File: src/rtl/eep_pkg.sv
package eep_pkg;

  // Transaction phase of the slave engine
  typedef enum logic [2:0] {
    ST_IDLE  = 3'd0,  // between transactions
    ST_ADDR  = 3'd1,  // expecting the address / probe byte
    ST_WADDR = 3'd2,  // expecting the word address
    ST_WDATA = 3'd3,  // loading page data
    ST_READ  = 3'd4,  // transmitting
    ST_HOLD  = 3'd5   // refused: NACK everything until a start
  } eep_state_e;

endpackage

File: src/rtl/eep_pagebuf.sv
module eep_pagebuf #(
  parameter int PAGE_W = 4
) (
  input  logic                          clk,
  input  logic                          rst_n,
  input  logic                          clr,
  input  logic                          ld,
  input  logic [PAGE_W-1:0]             ld_col,
  input  logic [7:0]                    ld_data,
  output logic [(1<<PAGE_W)*8-1:0]      data,
  output logic [(1<<PAGE_W)-1:0]        mask,
  output logic                          any
);
  localparam int PAGE_BYTES = 1 << PAGE_W;

  for (genvar g = 0; g < PAGE_BYTES; g++) begin : g_col
    logic hit;
    assign hit = ld && (ld_col == PAGE_W'(g));

    always_ff @(posedge clk or negedge rst_n) begin
      if (!rst_n) begin
        mask[g]          <= 1'b0;
        data[g*8 +: 8]   <= 8'h00;
      end else if (clr) begin
        mask[g]          <= 1'b0;
      end else if (hit) begin
        mask[g]          <= 1'b1;
        data[g*8 +: 8]   <= ld_data;
      end
    end
  end

  assign any = |mask;

endmodule

File: src/rtl/eep_array.sv
module eep_array #(
  parameter int ADDR_W = 8,
  parameter int PAGE_W = 4
) (
  input  logic                          clk,
  input  logic                          rst_n,
  input  logic                          commit,
  input  logic [ADDR_W-PAGE_W-1:0]      commit_page,
  input  logic [(1<<PAGE_W)*8-1:0]      wdata,
  input  logic [(1<<PAGE_W)-1:0]        wmask,
  input  logic [ADDR_W-1:0]             rd_addr,
  output logic [7:0]                    rd_data
);
  localparam int DEPTH      = 1 << ADDR_W;
  localparam int PAGE_BYTES = 1 << PAGE_W;

  logic [7:0] mem [DEPTH];

  always_ff @(posedge clk or negedge rst_n) begin
    if (!rst_n) begin
      for (int i = 0; i < DEPTH; i++) mem[i] <= 8'hFF;
    end else if (commit) begin
      for (int c = 0; c < PAGE_BYTES; c++) begin
        if (wmask[c]) mem[{commit_page, PAGE_W'(c)}] <= wdata[c*8 +: 8];
      end
    end
  end

  assign rd_data = mem[rd_addr];

endmodule

File: src/rtl/eep_wr_timer.sv
module eep_wr_timer #(
  parameter int WR_CYCLES = 500
) (
  input  logic clk,
  input  logic rst_n,
  input  logic start,
  output logic busy
);
  localparam int CW = $clog2(WR_CYCLES + 1);

  logic [CW-1:0] remain;

  always_ff @(posedge clk or negedge rst_n) begin
    if (!rst_n)              remain <= '0;
    else if (start)          remain <= CW'(WR_CYCLES);
    else if (remain != '0)   remain <= remain - 1'b1;
  end

  assign busy = (remain != '0);

  // Checker-side run length of the current busy window
  logic [CW-1:0] run_len;
  always_ff @(posedge clk or negedge rst_n) begin
    if (!rst_n)     run_len <= '0;
    else if (busy)  run_len <= run_len + 1'b1;
    else            run_len <= '0;
  end

  assert_busy_len_R4: assert property (@(posedge clk) disable iff (!rst_n)
    $fell(busy) |-> ($past(run_len) == CW'(WR_CYCLES - 1)));

  assert_start_busy_R4: assert property (@(posedge clk) disable iff (!rst_n)
    start |=> busy);

endmodule

File: src/rtl/eep_slave_ctrl.sv
module eep_slave_ctrl #(
  parameter logic [6:0] DEV_ID    = 7'h50,
  parameter logic [7:0] PROBE     = 8'h63,
  parameter int         ADDR_W    = 8,
  parameter int         PAGE_W    = 4,
  parameter int         WR_CYCLES = 500
) (
  input  logic       clk,
  input  logic       rst_n,
  input  logic       ev_start,
  input  logic       ev_stop,
  input  logic       ev_byte,
  input  logic [7:0] rx_byte,
  input  logic       ev_mack,
  input  logic       mack_nack,
  input  logic       wp_en,
  output logic       ack_vld,
  output logic       ack_o,
  output logic       tx_vld,
  output logic [7:0] tx_o,
  output logic       busy
);
  import eep_pkg::*;

  localparam int PAGE_BYTES = 1 << PAGE_W;
  localparam int PG_IDX_W   = ADDR_W - PAGE_W;

  // Pointer arithmetic
  function automatic logic [ADDR_W-1:0] page_next(input logic [ADDR_W-1:0] a);
    return {a[ADDR_W-1:PAGE_W], a[PAGE_W-1:0] + 1'b1};
  endfunction

  function automatic logic [ADDR_W-1:0] seq_next(input logic [ADDR_W-1:0] a);
    return a + 1'b1;
  endfunction

  eep_state_e        st, st_n;
  logic [ADDR_W-1:0] ptr, ptr_n;
  logic              ack_n, tx_ld;

  // Named internal events
  logic ev_addr_hit, ev_probe, ev_data_ok, ev_data_wp, ev_commit;
  logic pb_clr, pb_any;
  logic [PAGE_BYTES*8-1:0] pb_data;
  logic [PAGE_BYTES-1:0]   pb_mask;
  logic [7:0]              rd_data;

  logic in_addr, in_wdata;
  assign in_addr     = ev_byte && (st == ST_ADDR);
  assign in_wdata    = ev_byte && (st == ST_WDATA);
  assign ev_probe    = in_addr && (rx_byte == PROBE);
  assign ev_addr_hit = in_addr && !ev_probe && (rx_byte[7:1] == DEV_ID) && !busy;
  assign ev_data_ok  = in_wdata && !wp_en;
  assign ev_data_wp  = in_wdata && wp_en;
  assign ev_commit   = ev_stop && (st == ST_WDATA) && pb_any;

  always_comb begin
    st_n   = st;
    ptr_n  = ptr;
    ack_n  = 1'b0;
    tx_ld  = 1'b0;
    pb_clr = 1'b0;
    if (ev_start) begin
      st_n   = ST_ADDR;
      pb_clr = 1'b1;
    end else if (ev_stop) begin
      st_n   = ST_IDLE;
      pb_clr = 1'b1;
    end else if (ev_byte) begin
      case (st)
        ST_ADDR: begin
          if (ev_probe) begin
            ack_n = !wp_en && !busy;
            st_n  = ST_HOLD;
          end else if (ev_addr_hit) begin
            ack_n = 1'b1;
            if (rx_byte[0]) begin
              st_n  = ST_READ;
              tx_ld = 1'b1;
              ptr_n = seq_next(ptr);
            end else begin
              st_n  = ST_WADDR;
            end
          end else begin
            st_n = ST_HOLD;
          end
        end
        ST_WADDR: begin
          ack_n = 1'b1;
          ptr_n = rx_byte[ADDR_W-1:0];
          st_n  = ST_WDATA;
        end
        ST_WDATA: begin
          if (ev_data_wp) begin
            st_n = ST_HOLD;
          end else begin
            ack_n = 1'b1;
            ptr_n = page_next(ptr);
          end
        end
        ST_READ: st_n = ST_HOLD;
        default: st_n = st;
      endcase
    end else if (ev_mack && (st == ST_READ)) begin
      if (!mack_nack) begin
        tx_ld = 1'b1;
        ptr_n = seq_next(ptr);
      end else begin
        st_n = ST_HOLD;
      end
    end
  end

  always_ff @(posedge clk or negedge rst_n) begin
    if (!rst_n) begin
      st      <= ST_IDLE;
      ptr     <= '0;
      ack_vld <= 1'b0;
      ack_o   <= 1'b0;
      tx_vld  <= 1'b0;
      tx_o    <= 8'h00;
    end else begin
      st      <= st_n;
      ptr     <= ptr_n;
      ack_vld <= ev_byte;
      ack_o   <= ack_n;
      tx_vld  <= tx_ld;
      if (tx_ld) tx_o <= rd_data;
    end
  end

  eep_pagebuf #(.PAGE_W(PAGE_W)) u_pagebuf (
    .clk     (clk),
    .rst_n   (rst_n),
    .clr     (pb_clr),
    .ld      (ev_data_ok),
    .ld_col  (ptr[PAGE_W-1:0]),
    .ld_data (rx_byte),
    .data    (pb_data),
    .mask    (pb_mask),
    .any     (pb_any)
  );

  eep_array #(.ADDR_W(ADDR_W), .PAGE_W(PAGE_W)) u_array (
    .clk         (clk),
    .rst_n       (rst_n),
    .commit      (ev_commit),
    .commit_page (ptr[ADDR_W-1:PAGE_W]),
    .wdata       (pb_data),
    .wmask       (pb_mask),
    .rd_addr     (ptr),
    .rd_data     (rd_data)
  );

  eep_wr_timer #(.WR_CYCLES(WR_CYCLES)) u_timer (
    .clk   (clk),
    .rst_n (rst_n),
    .start (ev_commit),
    .busy  (busy)
  );

  // Assertions next to the logic they guard
  assert_ack_timing_R2: assert property (@(posedge clk) disable iff (!rst_n)
    ev_byte |=> ack_vld);

  assert_busy_nack_R5: assert property (@(posedge clk) disable iff (!rst_n)
    (ev_byte && (st == ST_ADDR) && busy) |=> (ack_vld && !ack_o));

  assert_wp_nack_R11: assert property (@(posedge clk) disable iff (!rst_n)
    (ev_byte && (st == ST_WDATA) && wp_en) |=> (ack_vld && !ack_o));

  assert_commit_idle_R4: assert property (@(posedge clk) disable iff (!rst_n)
    ev_commit |-> !busy);

  assert_tx_in_read_R7: assert property (@(posedge clk) disable iff (!rst_n)
    tx_vld |-> (st == ST_READ));

  assert_hold_nack_R8: assert property (@(posedge clk) disable iff (!rst_n)
    (ev_byte && (st == ST_HOLD)) |=> !ack_o);

endmodule

File: config.mk
export PLATFORM = sky130hd
export DESIGN_NAME = eep_slave_ctrl
export DESIGN_NICKNAME = d
export VERILOG_FILES = /design/src/rtl/eep_pkg.sv /design/src/rtl/eep_pagebuf.sv /design/src/rtl/eep_array.sv /design/src/rtl/eep_wr_timer.sv /design/src/rtl/eep_slave_ctrl.sv
export SDC_FILE = /design/constraint.sdc
export NUM_CORES = 2
export LEC_CHECK = 0
export ABC_CLOCK_PERIOD_IN_PS = 4500
export CAP_MARGIN = 5
export CORE_UTILIZATION = 38
export DETAILED_ROUTE_END_ITERATION = 12
export GPL_TIMING_DRIVEN = 0
export PLACE_DENSITY = 0.5
export SETUP_SLACK_MARGIN = 0.2
export SLEW_MARGIN = 20
export SYNTH_ARGS = -nofsm -noshare
export SYNTH_HDL_FRONTEND = slang
export SYNTH_SLANG_ARGS = --single-unit
File: constraint.sdc
create_clock -name clk -period 4.5 [get_ports clk]
set_input_delay 0.45 -clock clk [delete_from_list [all_inputs] [get_ports clk]]
set_output_delay 0.45 -clock clk [all_outputs]
set_load 0.01 [all_outputs]
==> results.cfg <==
[run_status]
status = finished, violations left
violations = negative setup slack

[worst_setup_path]
start_kind = register
crit_chain = buf_2, buf_12, buf_8, buf_6, buf_4, buf_12, mux4_2, mux2i_2, o21ai_0, o211ai_1, a41oi_1
reg2reg_depth = 11
r2r_slack_ns = -0.02
timing.rr.start = ptr[1]
path_max_fanout = 10
worstSetupEndpointType = register
crit_required_ns = 5.26
crit_top_cell = buf_12
path_class = reg -> reg
r2r_end = tx_o[6]
cpPeakStageDelay_ns = 0.80
arrival_ns = 5.29
critPathSlowestCell = o211ai_1
critPathLaunch = ptr[1]

[floorplanning]
rows = 190
die_w_um = 521
fp.coreArea_um2 = 268000
ios = 28
dieArea_um2 = 271000
start_util_pct = 38.2
die_h_um = 521

[sta]
period_needed_ns = 4.52
finalCritPeriodShare_pct = 101
max_slew.worst_pin.slew_ns = 1.24
slew_headroom_pct = 17.4
max_freq_ghz = 0.221
setup-tns-final_ns = -0.0281
fin_ws_ns = -0.0232
hold_viol = 0
skew_ns = 0.0670
grt_setup_unrepaired = yes
setup_violations = 2
finalMaxSlewViolations = 0

[cells_and_area]
drive_gt1_share_pct = 78.3
syn2layout_area_growth_pct = 15.3
final_core_util_pct = 44.0
layout_commonest_cell = mux2_2
fin_nets = 6751
final_cell_mix = mux2_2 (2171), dfstp_2 (2048), mux4_2 (527)

[placed_design]
dp_slack_ns = -2.13
gp_congestion = 1.02
hpwl_mm = 358
port_buffers = 20

[synthesis]
syn_area_um2 = 102000
ys_ff_latch = 2223
synthArstFlopShare_pct = 100
synth.avg_cell_area_um2 = 16.0
dominantRegCellSynth = dfstp_2
synth_edf_count = 0
yosysWarningCount = 0
synth_nets = 6395
synthDistinctLibCells = 69
synth_cells = 6373
yosysSeqAreaShare_pct = 56.9

[clocking]
cts_tree = done
cts_root_buf = clkbuf_16
post_cts_buffers = 0
insertion_delay_ns = 0.95
max-clock-path-buffers = 4
clk_pin_slew_ns = 0.06
htreeDepth = 5
numClockSinks = 2223
cts_made_buffers = 278

[power_and_ir_drop]
pwr-share-comb_pct = 26.7
p_int_uw = 36600
seq_power_share_pct = 35.3
leakage_uw = 0.0477
power_density_nw_per_um2 = 485
p_clk_share_pct = 38.0
netSwitchingFraction_pct = 36.1
ir_drop_mv = 0.330
switchingPower_uw = 20700

[routing]
ant_nets = 0
vias = 65700
vias_per_cell = 6.27
drc_errors = 0
drtPass1Iterations = 6
wl_mm = 496
route.detailed.wl_per_inst_um = 47.3
drt_iter0_drc = 7671

[global_routing]
grt_first_pass_wirelength_mm = 649
antenna_found_initial = 74
grt_max_degree = 156
grt_pass1_vias = 65000
grt_remaining_overflow = 0
grt_use_total_pct = 36.5

[worst_hold_path]
worstHoldPathType = in -> async

[run]
drv_cap = 0
[final cells by class]
| class | count | area [µm²] |
|---|---|---|
| fill | 24000 | 150000 |
| sequential | 2223 | 58200 |
| multi-input combinational | 3748 | 42400 |
| clock buffer | 426 | 8240 |
| tap | 3552 | 4440 |
| buffer | 392 | 2630 |
| timing repair buffer | 76 | 1540 |
| clock inverter | 36 | 335 |
| antenna | 19 | 47.5 |
| inverter | 10 | 37.5 |
[worst max-delay path: cells and delay by family (launching register included)]
family                 cells  cell delay [ns]
AOI/OAI and AO/OA          3             1.19
buffers and inverters      6             1.86
muxes                      2             0.74
DFF                        1             0.38
[worst max-delay path by stage]
stage	endpoint	slack, ns	depth (start not counted)
2_1_floorplan	tx_o[0]	1.81	10
3_3_place_gp	tx_o[3]	-95.82	1
3_5_place_dp	tx_o[1]	-2.13	10
4_1_cts	tx_o[1]	0.13	10
5_1_grt	tx_o[7]	0.20	11
6_report	tx_o[6]	-0.02	11
[per-stage QoR]
| stage | cell area (µm²) | cells | power (µW) | hold WS (ns) |
|---|---|---|---|---|
| CTS | 118000 | 10500 | 56900 | 0.0139 |
| finish | 118000 | 10500 | 57200 | 0.0296 |
| detailed placement | 108000 | 9991 | 34600 | 0.396 |
| floorplan | 102000 | 6373 | 24900 | 0.154 |
| global placement | 107000 | 9945 | 33500 | 0.481 |
| global route | 118000 | 10500 | 57600 | 0.0450 |
[per-layer routing]
| metal | wire length [µm] | track usage [%] |
|---|---|---|
| met1 | 205000 | 48.9 |
| met4 | 27600 | 17.2 |
| met5 | 230 | 0 |
| met3 | 44700 | 10.1 |
| met2 | 219000 | 54.8 |
[sequential cells by signal (all words and copies together) (netlist names)]
| register | cells |
|---|---|
| ack_vld | 1 |
| u_timer.remain | 9 |
| ptr | 8 |
| ack_o | 1 |
| u_array.mem | 2048 |
| tx_o | 8 |
| tx_vld | 1 |
| u_pagebuf.data | 128 |
| st | 3 |
| u_pagebuf.mask | 16 |
[repair_timing]
action | 4_1_cts | 5_1_grt
hold endpoints to repair | 112 | 0
pin swaps | 2 | 1
resized for setup | 248 | 14
hold buffers | 10 | 0
endpoints found under the setup margin | 167 | 133
[cell usage after synthesis (4+ instances only)]
cell       instances  area (µm²)
inv_1             10        37.5
buf_4             28         210
nand2_1          431        1620
o32a_1             4        40.0
or3_1              4        25.0
or2_2              6        37.5
o221ai_1          10        87.6
clkbuf_1         253         950
a21oi_1           37         185
a32oi_1           20         175
nand3_1           52         260
nor2b_1           10        62.6
buf_1             16        60.1
a41oi_1            4        35.0
a211oi_1           7        52.6
a211o_1            4        35.0
nor2_1            77         289
o22ai_1           29         181
a22oi_1           42         315
a31oi_1            6        37.5
and3_1             9        56.3
nor3_1            10        50.1
ha_1               6        75.1
xor2_1             4        35.0
buf_6             15         169
mux2_2          2171       24400
and2_1            21         131
dfstp_2         2048       53800
buf_2             77         385
a22o_1             9        78.8
a2111oi_0          5        43.8
nor4_1             6        37.5
nand4_1           15        93.8
mux2i_1           91         911
dfrtp_1          175        4380
nand2b_1          12        75.1
o21ai_0           59         295
o211ai_1           7        52.6
mux4_2           527       11900
a221oi_1          13         114
[cells by family (layout without fill, tap and decap cells)]
kind of cell,after synthesis,in the layout,synth area share (%)
compound gates,276,276,1.86
xor+xnor,6,6,0.0514
fa+ha+maj,6,6,0.0735
buf+inv,402,940,1.81
flops,2223,2223,56.9
mux,2789,2789,36.4
other cells,0,19,0
simple gates,671,671,2.83
[power groups by stage]
stage	Clock [µW]	Sequential [µW]	Combinational [µW]
floorplan	0	20500	4450
global placement	0	20300	13200
detailed placement	0	20500	14100
CTS	21900	20200	14700
global route	22600	20200	14800
finish	21700	20200	15300
Note: power is estimated with default switching activity, not from simulation.
